===== src/rtl/memlim_pkg.sv =====
package memlim_pkg;
  localparam int LIM_W   = 3;
  localparam int FL_LSB  = 20;
  localparam int RAM_LSB = 16;

  typedef struct packed {
    logic [LIM_W-1:0] fl;
    logic [LIM_W-1:0] ram;
  } lim_t;

  typedef enum logic [1:0] {
    RSP_OK   = 2'd0,
    RSP_ERR1 = 2'd1,
    RSP_ERR2 = 2'd2
  } rsp_state_e;

  function automatic int fld_lsb(input int idx);
    return (idx == 0) ? FL_LSB : RAM_LSB;
  endfunction
endpackage


===== src/rtl/memlim_reg.sv =====
module memlim_reg
  import memlim_pkg::*;
#(
  parameter int DW = 32
) (
  input  logic          clk_i,
  input  logic          rst_ni,
  input  logic          boot_ld_i,
  input  logic [DW-1:0] boot_word_i,
  input  logic          wr_i,
  input  logic [DW-1:0] wdata_i,
  output lim_t          lim_o,
  output logic [DW-1:0] rdata_o
);
  localparam int NF = 2;

  for (genvar g = 0; g < NF; g++) begin : gen_fld
    localparam int LSB = fld_lsb(g);
    logic [LIM_W-1:0] q;
    logic [LIM_W-1:0] req;
    assign req = wdata_i[LSB +: LIM_W];

    always_ff @(posedge clk_i or negedge rst_ni) begin
      if (!rst_ni)                 q <= '0;
      else if (boot_ld_i)          q <= boot_word_i[LSB +: LIM_W];
      else if (wr_i && (req > q))  q <= req;  // raise only
    end
  end

  assign lim_o.fl  = gen_fld[0].q;
  assign lim_o.ram = gen_fld[1].q;

  always_comb begin
    rdata_o = '0;
    rdata_o[FL_LSB  +: LIM_W] = lim_o.fl;
    rdata_o[RAM_LSB +: LIM_W] = lim_o.ram;
  end
endmodule


===== src/rtl/memlim_rgn.sv =====
module memlim_rgn
  import memlim_pkg::*;
#(
  parameter int              ADDR_W = 32,
  parameter int              AW     = 16,
  parameter logic [ADDR_W-1:0] BASE = '0
) (
  input  logic [ADDR_W-1:0] haddr_i,
  input  logic [LIM_W-1:0]  lim_i,
  output logic              in_o,
  output logic              hid_o
);
  logic [AW:0] vis;

  assign in_o  = (haddr_i[ADDR_W-1:AW] == BASE[ADDR_W-1:AW]);
  assign vis   = {1'b1, {AW{1'b0}}} >> lim_i;
  assign hid_o = in_o && ({1'b0, haddr_i[AW-1:0]} >= vis);
endmodule


===== src/rtl/memlim_rsp.sv =====
module memlim_rsp
  import memlim_pkg::*;
(
  input  logic clk_i,
  input  logic rst_ni,
  input  logic start_i,
  output logic hready_o,
  output logic hresp_o
);
  rsp_state_e st_q, st_d;

  always_comb begin
    st_d = st_q;
    unique case (st_q)
      RSP_OK:   if (start_i) st_d = RSP_ERR1;
      RSP_ERR1: st_d = RSP_ERR2;
      RSP_ERR2: st_d = start_i ? RSP_ERR1 : RSP_OK;
      default:  st_d = RSP_OK;
    endcase
  end

  always_ff @(posedge clk_i or negedge rst_ni) begin
    if (!rst_ni) st_q <= RSP_OK;
    else         st_q <= st_d;
  end

  assign hready_o = (st_q != RSP_ERR1);
  assign hresp_o  = (st_q != RSP_OK);
endmodule


===== src/rtl/memlim_gate.sv =====
module memlim_gate
  import memlim_pkg::*;
#(
  parameter int          ADDR_W    = 32,
  parameter int          DW        = 32,
  parameter int          FL_AW     = 16,
  parameter logic [31:0] FL_BASE   = 32'h0000_0000,
  parameter int          RAM_AW    = 13,
  parameter logic [31:0] RAM_BASE  = 32'h2000_0000,
  parameter logic [31:0] LIM_ADDR  = 32'h4010_001C
) (
  input  logic              clk_i,
  input  logic              rst_ni,
  input  logic              boot_ld_i,
  input  logic [DW-1:0]     boot_word_i,
  input  logic [ADDR_W-1:0] haddr_i,
  input  logic [1:0]        htrans_i,
  input  logic              hwrite_i,
  input  logic              hpriv_i,
  input  logic [DW-1:0]     hwdata_i,
  input  logic              hready_i,
  output logic              hready_o,
  output logic              hresp_o,
  output logic [DW-1:0]     hrdata_o,
  output logic              pass_o
);
  lim_t          lim;
  logic [DW-1:0] lim_rdata;
  logic          fl_in, fl_hid, ram_in, ram_hid;
  logic          acc, reg_hit, bad;
  logic          wr_pend_q, rd_pend_q;

  memlim_rgn #(.ADDR_W(ADDR_W), .AW(FL_AW), .BASE(FL_BASE[ADDR_W-1:0])) u_fl_rgn (
    .haddr_i(haddr_i), .lim_i(lim.fl), .in_o(fl_in), .hid_o(fl_hid)
  );

  memlim_rgn #(.ADDR_W(ADDR_W), .AW(RAM_AW), .BASE(RAM_BASE[ADDR_W-1:0])) u_ram_rgn (
    .haddr_i(haddr_i), .lim_i(lim.ram), .in_o(ram_in), .hid_o(ram_hid)
  );

  // only NONSEQ/SEQ taken while the bus is ready are checked
  assign acc     = hready_i && htrans_i[1];
  assign reg_hit = (haddr_i[ADDR_W-1:2] == LIM_ADDR[ADDR_W-1:2]);
  assign bad     = acc && (fl_hid || ram_hid || (reg_hit && !hpriv_i));
  assign pass_o  = htrans_i[1] && ((fl_in && !fl_hid) || (ram_in && !ram_hid));

  always_ff @(posedge clk_i or negedge rst_ni) begin
    if (!rst_ni) begin
      wr_pend_q <= 1'b0;
      rd_pend_q <= 1'b0;
    end else begin
      wr_pend_q <= acc && reg_hit && hpriv_i && hwrite_i;
      rd_pend_q <= acc && reg_hit && hpriv_i && !hwrite_i;
    end
  end

  memlim_reg #(.DW(DW)) u_reg (
    .clk_i(clk_i), .rst_ni(rst_ni),
    .boot_ld_i(boot_ld_i), .boot_word_i(boot_word_i),
    .wr_i(wr_pend_q), .wdata_i(hwdata_i),
    .lim_o(lim), .rdata_o(lim_rdata)
  );

  memlim_rsp u_rsp (
    .clk_i(clk_i), .rst_ni(rst_ni), .start_i(bad),
    .hready_o(hready_o), .hresp_o(hresp_o)
  );

  assign hrdata_o = rd_pend_q ? lim_rdata : '0;
endmodule


===== config.mk =====
export PLATFORM = sky130hd
export DESIGN_NAME = memlim_gate
export DESIGN_NICKNAME = d
export VERILOG_FILES = /design/src/rtl/memlim_pkg.sv /design/src/rtl/memlim_reg.sv /design/src/rtl/memlim_rgn.sv /design/src/rtl/memlim_rsp.sv /design/src/rtl/memlim_gate.sv
export SDC_FILE = /design/constraint.sdc
export NUM_CORES = 1
export LEC_CHECK = 0
export BUFFER_PORTS_ARGS = -buffer_cell sky130_fd_sc_hd__buf_2
export CORE_MARGIN = 1.5
export CORE_UTILIZATION = 38
export DETAILED_ROUTE_END_ITERATION = 12
export PLACE_DENSITY = 0.95
export SKIP_CTS_REPAIR_TIMING = 1
export SYNTH_ARGS = -nofsm -noshare
export SYNTH_HDL_FRONTEND = slang
export SYNTH_SLANG_ARGS = --single-unit

===== constraint.sdc =====
create_clock -name clk_i -period 4.95 [get_ports clk_i]
set_clock_uncertainty 0.15 [all_clocks]
set_input_delay 0.2475 -clock clk_i [delete_from_list [all_inputs] [get_ports clk_i]]
set_output_delay 0.2475 -clock clk_i [all_outputs]
set_load 0.01 [all_outputs]

# --- Yosys cells after proc, flatten, opt, wreduce, memory -nomap -nowiden ---
# Index checks and enable logic that the tools add are counted.
op_classes:
  order_cmp: 4
  eq_ne: 6
  shifts: 2
  n_mux: 8
  n_reduce_logical: 26
ops:
  columns: ["cell", "count"]
  rows:
  - ["$eq 30x29->1 const B", 1]
  - ["$mux 23", 1]
  - ["$eq 19x17->1 const B", 1]
  - ["$ge 16x17->1", 1]
  - ["$shr 17x3->17 const A", 1]
  - ["$logic_not 16->1", 1]
  - ["$ge 13x14->1", 1]
  - ["$logic_and 1x1->1", 14]
  - ["$shr 14x3->14 const A", 1]
  - ["$mux 3", 4]
  - ["$gt 3x3->1", 2]
  - ["$pmux 2 s3", 1]
  - ["$reduce_bool 2->1", 3]
  - ["$logic_not 1->1", 4]
  - ["$ne 2x1->1 const B", 2]
  - ["$logic_or 1x1->1", 3]
  - ["$eq 2x1->1 const B", 1]
  - ["$eq 2x2->1 const B", 1]
  - ["$logic_not 2->1", 1]
  - ["$mux 2", 1]
  - ["$mux 1", 1]
word_totals:
  ff_bits: 10
  in_bits: 104

# --- Longest topological paths before layout ---
# Gate-level depths: netlist of run 1.
logic_depth:
  depth_word: 8
  ltp_mapped: 9

# --- Cells and area by module ---
# A second synthesis of run 1 with hierarchy kept.
hier_totals:
  cells_unflattened: 214
  hier_area_um2: 1784.2
by_module_without_submodules:
  columns: ["mod", "n_inst", "cells_each", "area_each_um2", "seq_area_each_um2"]
  rows:
  - ["memlim_reg", 1, 89, 752.0, 150.1]
  - ["memlim_gate", 1, 58, 434.2, 50.0]
  - ["memlim_rgn at u_ram_rgn", 1, 31, 281.5, 0.0]
  - ["memlim_rgn at u_fl_rgn", 1, 30, 241.5, 0.0]
  - ["memlim_rsp", 1, 6, 75.1, 50.0]

# --- Least setup slack after synthesis of run 1 ---
# No wires, ideal clock.
synth_timing:
  path_type: "reg-to-output"
  from: "register u_reg.gen_fld[1].q[0]"
  to: "output pass_o"
  arrival_ns: 1.859
  path_slack_ns: 2.693
  path_stages_with_launch: 9
  n_path_buf: 1
  path_cell_list: "dfrtp_1 -> clkbuf_1 -> or3_1 -> ha_1 -> nand4_1 -> and3_1 -> a21o_1 -> a32oi_1 -> nor2b_1"
synth_via:
  elab_chain_len: 7
synth_lines:
  columns: ["item", "line", "text"]
  rows:
  - ["from (decl)", "memlim_reg.sv:19", "logic [LIM_W-1:0] q;"]
  - ["from (signal assigned)", "memlim_reg.sv:25", "else if (boot_ld_i) q <= boot_word_i[LSB +: LIM_W];"]
  - ["from (signal assigned)", "memlim_reg.sv:26", "else if (wr_i && (req > q)) q <= req;"]
  - ["$shr 14x3->14", "memlim_rgn.sv:16", "assign vis = {1'b1, {AW{1'b0}}} >> lim_i;"]
  - ["$ge 13x14->1", "memlim_rgn.sv:17", "assign hid_o = in_o && ({1'b0, haddr_i[AW-1:0]} >= vis);"]
  - ["$logic_and 1x1->1", "memlim_rgn.sv:17", null]
  - ["$logic_not 1->1", "memlim_gate.sv:45", "assign pass_o = htrans_i[1] && ((fl_in && !fl_hid) || (ram_in && !ram_hid));"]
  - ["$logic_and 1x1->1", "memlim_gate.sv:45", null]
  - ["$logic_or 1x1->1", "memlim_gate.sv:45", null]
  - ["$logic_and 1x1->1", "memlim_gate.sv:45", null]
  - ["to (decl)", "memlim_gate.sv:25", "output logic pass_o"]
# No other way between the ends.

# --- Worst setup path after layout of run 1 ---
layout_timing:
  from: "register u_reg.gen_fld[1].q[1]"
  to: "output pass_o"
# Same word-level chain as after synthesis.

==> results of run 1 <==
stage by stage:
step	area (sq um)	instances	hold slack [ps]	setup slack, ps
floorplan	1420	192	-198	2690
global placement	1550	266	-39.7	2470
detailed placement	1550	266	-31.3	2420
CTS	1590	270	-319	2100
global route	1610	272	23.3	1900
finish	1610	272	35.6	2110
critical path: cells and delay by family, from the launching register on:
family / cells / cell delay, ps
flops: 1 / 460
fa+ha+maj: 1 / 330
simple gates: 4 / 770
compound gates: 2 / 360
buf+inv: 2 / 270
logic make-up after synthesis:
group / Yosys count
simple gates: 68
compound gates: 24
flops: 10
mux: 6
other cells: 1
buf+inv: 38
fa+ha+maj: 20
cells in the final DEF, fill, tap and decap left out:
cell / n
and2_1: 6
conb_1: 26
inv_1: 9
nand2_1: 11
nor3b_1: 1
nor4_1: 3
and3_1: 1
nor4b_1: 1
o2bb2ai_1: 1
a211oi_1: 1
a32oi_1: 1
nor2b_1: 5
clkbuf_8: 1
nor3_1: 2
mux2i_1: 6
nor2_1: 6
nand4_1: 6
a21oi_1: 8
o21ai_1: 1
and4b_1: 1
a21o_1: 2
nand2b_1: 1
o211ai_1: 2
nand3_1: 14
dfrtp_1: 10
nor4_2: 1
or3_1: 7
buf_2: 57
ha_1: 20
clkbuf_4: 3
dlygate4sd3_1: 2
o21ai_0: 8
or2_2: 1
and3_2: 1
power breakdown:
group	switching, mW	internal [mW]
Clock	0.0275	0.0446
Sequential	0.00851	0.0860
Combinational	0.0502	0.0418
Total	0.0863	0.172
final cells by class:
type | count | share of cell area, %
clock buffer | 4 | 2.26
tap | 46 | 3.58
inverter | 9 | 2.10
sequential | 10 | 15.6
timing repair buffer | 59 | 19.0
multi-input combinational | 144 | 57.5
state kept, by name, summed over array words and instances, names as in the netlist:
register         count
u_reg.gen_fld.q      6
u_rsp.st_q           2
wr_pend_q            1
rd_pend_q            1
final timing paths:
kind	to	slack, ps	cells past startpoint
min in group asynchronous	u_reg.gen_fld[1].q[0]	220	2
setup / recovery	pass_o	2110	9
hold reg to reg	u_rsp.st_q[1]	280	1
max in group asynchronous	u_reg.gen_fld[0].q[2]	4240	2
setup reg to reg	u_rsp.st_q[0]	2590	8
hold / removal	u_reg.gen_fld[0].q[1]	40	3
routing by layer:
metal / part of all wire (%) / wire [um] / up-vias / GRT usage [%]
met1: 43 / 1230 / 566 / 17.9
li1: - / - / 664 / -
met3: 9.0 / 255 / 0 / 2.07
met5: 0 / 0 / - / 0
met2: 48 / 1360 / 59 / 25.3
met4: 0 / 0 / 0 / 4.56
==> impl_metrics.json, run 1 <==
{
  "area_growth_syn_to_layout_pct": 21.7,
  "gp_congestion": 0.781,
  "seq_area_sq_um": 250,
  "grt_usage_pct": 14.4,
  "synth_xor_area_share_pct": 0,
  "cts.path.max_buffers": 2,
  "die_h_um": 62.0,
  "hold_path.class": "in2reg",
  "io_buffers": 57,
  "grt_max_degree": 13,
  "antenna_found_initial": 0,
  "cts_root_buf": "clkbuf_4",
  "fmax_mhz": 352,
  "grt_pass1_vias": 1037,
  "crit_path_start": "u_reg.gen_fld[1].q[1]",
  "crit_required_ps": 4550,
  "synth_top_family_by_area": "simple AND/OR/NAND/NOR gates",
  "die-area_sq_mm": 0.00384,
  "end_kind": "primary output",
  "rr_startpoint": "u_reg.gen_fld[0].q[1]",
  "cp_slowest_cell": "dfrtp_1",
  "first_pass_iters": 5,
  "synth.area.top_cells": "dfrtp_1 (19%), ha_1 (19%), buf_4 (15%), nand3_1 (5.3%), mux2i_1 (4.5%)",
  "crit_path_start_kind": "flip-flop",
  "fin_setup_tns_ps": 0,
  "rows": 21,
  "rsz0062_at_grt": "no",
  "cts_tree": "done",
  "routed_via_density": 4.74,
  "yosysUniqueCellTypes": 33,
  "synth.ff_latch_count": 10,
  "synth_common_cells": "buf_4 (26), ha_1 (20), nand3_1 (14), nand2_1 (11), dfrtp_1 (10)",
  "drv_cap": 0,
  "synth_compound_area_share_pct": 10.6,
  "overflow": 0,
  "multi_input_area_sq_um": 926,
  "cts_buffers": 3,
  "nNetsFinal": 351,
  "total_power_mw": 0.259,
  "hp-start": "boot_word_i[21]",
  "synth_simple_gate_area_share_pct": 28.6,
  "drtIter0Drc": 16,
  "diodes": 0,
  "vias": 1289,
  "clock_latency_ps": 260,
  "die_w_um": 62.0,
  "syn_area_sq_mm": 0.00132,
  "dp_hpwl_mm": 2.48,
  "cellLeakagePower_nw": 0.813,
  "syn_inst": 167,
  "muxShareOfSynthArea_pct": 4.54,
  "synth_top_cell_area_share_pct": 18.9,
  "vdd_drop_max_v": 0.000120,
  "detail-route-antenna-nets": 0,
  "final-max-slew-violation-count": 0,
  "synth-edff-count": 0,
  "cts.reportedPaths.clkPinSlew_ps": 70,
  "n_fill_cell": 342,
  "arrival_ps": 2440,
  "crit_fanout": 7,
  "outcome": "complete, no violations",
  "yosysWarnings": 0,
  "synthArstFlopShare_pct": 100,
  "ios": 139,
  "wirelength_mm": 2.84,
  "start_util_pct": 39.6,
  "critPathMaxStageDelay_ps": 460,
  "synth.most_common_cell": "buf_4",
  "yosysSeqAreaShare_pct": 18.9,
  "yosysTopAreaCell": "dfrtp_1",
  "drive_above_1_share_pct": 28.3,
  "synth_top_flop_cell": "dfrtp_1",
  "setup_violations": 0,
  "drc": 0,
  "post-route-util_pct": 48.2,
  "synth.avg_cell_area_sq_um": 7.92,
  "coreArea_sq_mm": 0.00334,
  "clock-sinks": 10,
  "timing.critical_path.cells": "inv_1, or3_1, ha_1, nand4_1, and3_1, a21o_1, a32oi_1, nor2b_1, buf_2",
  "wl_per_cell_um": 10.5,
  "finalCritPeriodShare_pct": 57.4,
  "synth_adder_area_share_pct": 18.9,
  "critical_path_class": "reg2out",
  "powerDensity_mw_per_mm2": 161,
  "htree_levels": 1,
  "finalCriticalPeriod_ps": 2840,
  "grt_pass1_wl_mm": 4.13,
  "hold_violations": 0
}
(Power assumes the default switching activity.)
==> run 2, diff against run 1 <==
--- a/config.mk
+++ b/config.mk
@@ -7,9 +7,9 @@
 export LEC_CHECK = 0
 export BUFFER_PORTS_ARGS = -buffer_cell sky130_fd_sc_hd__buf_2
 export CORE_MARGIN = 1.5
-export CORE_UTILIZATION = 38
+export CORE_UTILIZATION = 35
 export DETAILED_ROUTE_END_ITERATION = 12
-export PLACE_DENSITY = 0.95
+export PLACE_DENSITY = 0.89
 export SKIP_CTS_REPAIR_TIMING = 1
 export SYNTH_ARGS = -nofsm -noshare
 export SYNTH_HDL_FRONTEND = slang
==> constraint.sdc (replaced) <==
create_clock -name clk_i -period 2.8 [get_ports clk_i]
set_clock_uncertainty 0.15 [all_clocks]
set_input_delay 0.14 -clock clk_i [delete_from_list [all_inputs] [get_ports clk_i]]
set_output_delay 0.14 -clock clk_i [all_outputs]
set_load 0.01 [all_outputs]
==> impl_metrics.json, run 2 (same netlist as run 1, synthesis figures left out) <==
{
  "outcome": "complete, but fails checks",
  "violations": "hold timing",
  "detail-route-antenna-nets": 0,
  "cts_buffers": 3,
  "clkPwrFrac_pct": 34.7,
  "top_regs": "u_reg.gen_fld.q x6, u_rsp.st_q x2",
  "power.internal_mw": 0.354,
  "die_h_um": 64.5,
  "place_inst": 268,
  "grt_pass1_wl_mm": 4.51,
  "cellLeakagePower_nw": 0.841,
  "maxSlewHeadroom_pct": 65.2,
  "gp_congestion": 0.753,
  "fmax_mhz": 384,
  "drc": 0,
  "grt_pass1_vias": 1072,
  "rsz0062_at_grt": "no",
  "dp_hpwl_mm": 2.58,
  "hold_violations": 2,
  "final_common_cell": "buf_2",
  "rr_startpoint": "u_reg.gen_fld[0].q[1]",
  "r2r_slack_ps": 450,
  "setup_violations": 0,
  "wl_met1_mm": 1.29,
  "die_w_um": 64.5,
  "critical_path_class": "reg2out",
  "regMostFlops": "u_reg.gen_fld.q",
  "powerDensity_mw_per_mm2": 305,
  "pwr-share-seq_pct": 32.7,
  "met3_length_um": 231,
  "post-route-util_pct": 46.3,
  "total_power_mw": 0.513,
  "cts.reportedPaths.clkPinSlew_ps": 50,
  "wl_per_cell_um": 10.8,
  "rows": 22,
  "drtIter0Drc": 19,
  "start_util_pct": 36.4,
  "min_to": "u_reg.gen_fld[1].q[1]",
  "whs_ps": -36.7,
  "hold_depth": 3,
  "final-max-slew-violation-count": 0,
  "largest_reg_flops": 6,
  "arrival_ps": 2310,
  "end_kind": "primary output",
  "clock-sinks": 10,
  "wirelength_mm": 3.00,
  "cts.path.max_buffers": 2,
  "fin_setup_tns_ps": 0,
  "hold_path.class": "in2reg",
  "area_growth_syn_to_layout_pct": 27.2,
  "overflow": 0,
  "coreArea_sq_mm": 0.00363,
  "n_fill_cell": 368,
  "routed_via_density": 4.67,
  "drv_cap": 0,
  "cts_root_buf": "clkbuf_8",
  "grt_usage_pct": 13.6,
  "nNetsFinal": 356,
  "worstRegToRegCells": 8,
  "vias": 1303,
  "crit_fanout": 7,
  "io_buffers": 57,
  "clock_latency_ps": 230,
  "diodes": 0,
  "hp-start": "boot_word_i[17]",
  "finalCriticalPeriod_ps": 2600,
  "drive_above_1_share_pct": 28.1,
  "timing.rr.end": "u_rsp.st_q[0]",
  "crit_required_ps": 2510,
  "first_pass_iters": 4,
  "cts_tree": "done",
  "wl_met2_mm": 1.46,
  "p_comb_share_pct": 32.6,
  "final_cell_count_no_fill": 279,
  "top_layer": "met4",
  "switchingPower_mw": 0.158,
  "crit_path_start_kind": "flip-flop",
  "mostFrequentLayoutCells": "buf_2 (57), conb_1 (26), ha_1 (20)",
  "htree_levels": 1,
  "vdd_drop_max_v": 0.000288,
  "die-area_sq_mm": 0.00416,
  "finalCritPeriodShare_pct": 93.0,
  "antenna_found_initial": 0,
  "grt_max_degree": 13,
  "tightest_slew_ps": 517,
  "ios": 139,
  "switching_share_pct": 30.9
}
-- run 2: cell types whose count changed in the layout (fill, tap and decap cells not counted), sizes merged --
cell / change
dlygate4sd3: +5
-- run 2: layout make-up --
class | instances | area [sq um] | area share, %
multi-input cells | 144 | 926 | 55.1
repair buffers | 64 | 355 | 21.1
flip-flops and latches | 10 | 251 | 15.0
well taps | 48 | 60.1 | 3.57
clock buffers | 4 | 55.1 | 3.27
inverters | 9 | 33.8 | 2.01
-- run 2: power by group through the flow --
stage          Combinational [mW]  Sequential [mW]  Clock [mW]
2_1_floorplan               0.132            0.162           0
3_3_place_gp                0.154            0.169           0
3_5_place_dp                0.160            0.170           0
4_1_cts                     0.161            0.167       0.184
5_1_grt                     0.194            0.169       0.189
6_report                    0.167            0.168       0.178
-- run 2: worst max-delay path, cell delays in order, from the launching register on --
cell,delay (ps)
dfrtp_2,410
inv_1,100
or3_1,380
ha_1,330
nand4_1,100
and3_1,200
a21o_1,170
a32oi_1,160
nor2b_1,80
buf_2,140
-- run 2: how the worst max path moves through the flow --
stage | start | endpoint
6_report | u_reg.gen_fld[1].q[1] | pass_o
3_5_place_dp | u_reg.gen_fld[1].q[1] | pass_o
2_1_floorplan | u_reg.gen_fld[0].q[0] | u_rsp.st_q[0]
4_1_cts | u_reg.gen_fld[1].q[1] | pass_o
3_3_place_gp | u_reg.gen_fld[1].q[1] | pass_o
5_1_grt | u_reg.gen_fld[1].q[1] | pass_o
-- run 2: per-layer routing --
layer  vias up  global-route usage (%)
li1        673                       -
met1       568                    17.4
met2        60                    24.1
met3         2                    1.74
met4         0                    3.99
met5         -                       0
-- run 2: stage by stage --
stage | setup slack (ps) | cell area [sq um]
finish | 196 | 1680
global route | 71.0 | 1680
CTS | 129 | 1610
detailed placement | 386 | 1560
global placement | 466 | 1560
floorplan | 612 | 1420
==> run 3, diff against run 2 <==
--- a/config.mk
+++ b/config.mk
@@ -7,9 +7,10 @@
 export LEC_CHECK = 0
 export BUFFER_PORTS_ARGS = -buffer_cell sky130_fd_sc_hd__buf_2
 export CORE_MARGIN = 1.5
-export CORE_UTILIZATION = 35
+export CORE_UTILIZATION = 36
+export CTS_BUF_LIST = sky130_fd_sc_hd__clkbuf_4
 export DETAILED_ROUTE_END_ITERATION = 12
-export PLACE_DENSITY = 0.89
+export PLACE_DENSITY = 0.91
 export SKIP_CTS_REPAIR_TIMING = 1
 export SYNTH_ARGS = -nofsm -noshare
 export SYNTH_HDL_FRONTEND = slang
==> impl_metrics.json, run 3 (same netlist as run 1, synthesis figures left out) <==
{
  "hp-start": "haddr_i[15]",
  "htree_levels": 1,
  "clock-sinks": 10,
  "die_w_um": 63.6,
  "hold_violations": 0,
  "ios": 139,
  "total_power_mw": 0.436,
  "cts_root_buf": "clkbuf_4",
  "start_util_pct": 38.4,
  "r2r_slack_ps": 430,
  "grt_usage_pct": 14.7,
  "crit_fanout": 7,
  "clkPwrFrac_pct": 21.7,
  "coreArea_sq_mm": 0.00344,
  "area_growth_syn_to_layout_pct": 26.7,
  "dp_hpwl_mm": 2.77,
  "vias": 1359,
  "crit_path_start_kind": "flip-flop",
  "vdd_drop_max_v": 0.000135,
  "outcome": "complete, no violations",
  "final_common_cell": "buf_2",
  "die-area_sq_mm": 0.00405,
  "clock_latency_ps": 260,
  "pwr-share-seq_pct": 38.6,
  "routed_via_density": 4.87,
  "finalCriticalPeriod_ps": 2700,
  "overflow": 0,
  "drive_above_1_share_pct": 27.0,
  "power.internal_mw": 0.282,
  "final-max-slew-violation-count": 0,
  "io_buffers": 57,
  "cts.path.max_buffers": 2,
  "detail-route-antenna-nets": 0,
  "largest_reg_flops": 6,
  "switching_share_pct": 35.3,
  "diodes": 0,
  "crit_required_ps": 2510,
  "gp_congestion": 0.862,
  "mostFrequentLayoutCells": "buf_2 (57), conb_1 (26), ha_1 (20)",
  "worstRegToRegCells": 8,
  "grt_max_degree": 13,
  "powerDensity_mw_per_mm2": 260,
  "cts.reportedPaths.clkPinSlew_ps": 60,
  "end_kind": "primary output",
  "cts_buffers": 3,
  "fin_setup_tns_ps": 0,
  "cellLeakagePower_nw": 0.838,
  "regMostFlops": "u_reg.gen_fld.q",
  "wirelength_mm": 3.21,
  "timing.rr.end": "u_rsp.st_q[0]",
  "rsz0062_at_grt": "no",
  "place_inst": 266,
  "final_cell_count_no_fill": 279,
  "critical_path_class": "reg2out",
  "antenna_found_initial": 0,
  "drc": 0,
  "top_regs": "u_reg.gen_fld.q x6, u_rsp.st_q x2",
  "grt_pass1_wl_mm": 4.89,
  "rr_startpoint": "u_reg.gen_fld[1].q[1]",
  "p_comb_share_pct": 39.7,
  "switchingPower_mw": 0.154,
  "arrival_ps": 2410,
  "drv_cap": 0,
  "hold_depth": 4,
  "wl_per_cell_um": 11.5,
  "nNetsFinal": 359,
  "cts_tree": "done",
  "post-route-util_pct": 48.7,
  "min_to": "rd_pend_q",
  "drtIter0Drc": 25,
  "fmax_mhz": 370,
  "die_h_um": 63.6,
  "hold_path.class": "in2reg",
  "finalCritPeriodShare_pct": 96.6,
  "rows": 21,
  "grt_pass1_vias": 1193,
  "first_pass_iters": 4,
  "setup_violations": 0
}
[run 3: cell types whose count changed in the layout (fill, tap and decap cells not counted)]
cell,delta
dfrtp_2,-1
clkbuf_8,-4
dfrtp_1,+1
clkbuf_4,+3
dlygate4sd3_1,+3
[run 3: metrics by stage]
step	setup WS [ps]	hold WS (ps)	area (sq um)
2_1_floorplan	612	-306	1420
3_3_place_gp	433	-153	1550
3_5_place_dp	417	-140	1550
4_1_cts	134	-419	1580
5_1_grt	25.8	32.1	1680
6_report	96.5	23.9	1680
[run 3: metal layers]
metal  GRT usage (%)  share of wire, %  vias up  wire [um]
li1                -                 -      679          -
met3            3.57               6.3        7        203
met2            27.5                50       66       1620
met1            16.5                42      607       1350
met5               0                 0        -          0
met4            3.26               1.0        0         32
[run 3: final cells by class]
class	instances	area, sq um
fill	337	1770
multi-input combinational	144	926
timing repair buffer	67	385
sequential	10	250
tap	46	57.6
inverter	9	33.8
clock buffer	3	22.5
[run 3: power groups by stage]
stage                     Sequential [mW]  Clock [mW]  Combinational, mW
after floorplan                     0.162           0              0.132
after global placement              0.170           0              0.154
after detailed placement            0.171           0              0.160
after CTS                           0.168      0.0954              0.161
after global routing                0.170       0.100              0.197
final                               0.169      0.0948              0.173
[run 3: worst max path at each step]
stage | startpoint | end | slack [ps] | cells after the start
floorplan | u_reg.gen_fld[0].q[0] | u_rsp.st_q[0] | 610 | 8
global placement | u_reg.gen_fld[0].q[1] | u_rsp.st_q[0] | 430 | 8
detailed placement | u_reg.gen_fld[1].q[1] | pass_o | 420 | 9
CTS | u_reg.gen_fld[1].q[1] | pass_o | 130 | 9
global route | u_reg.gen_fld[1].q[1] | pass_o | 30 | 9
finish | u_reg.gen_fld[1].q[1] | pass_o | 100 | 9
[run 3: worst max-delay path, cell delays in order (launching register included)]
cell	delay [ps]
dfrtp_1	450
inv_1	130
or3_1	390
ha_1	320
nand4_1	110
and3_1	210
a21o_1	170
a32oi_1	170
nor2b_1	80
buf_2	140
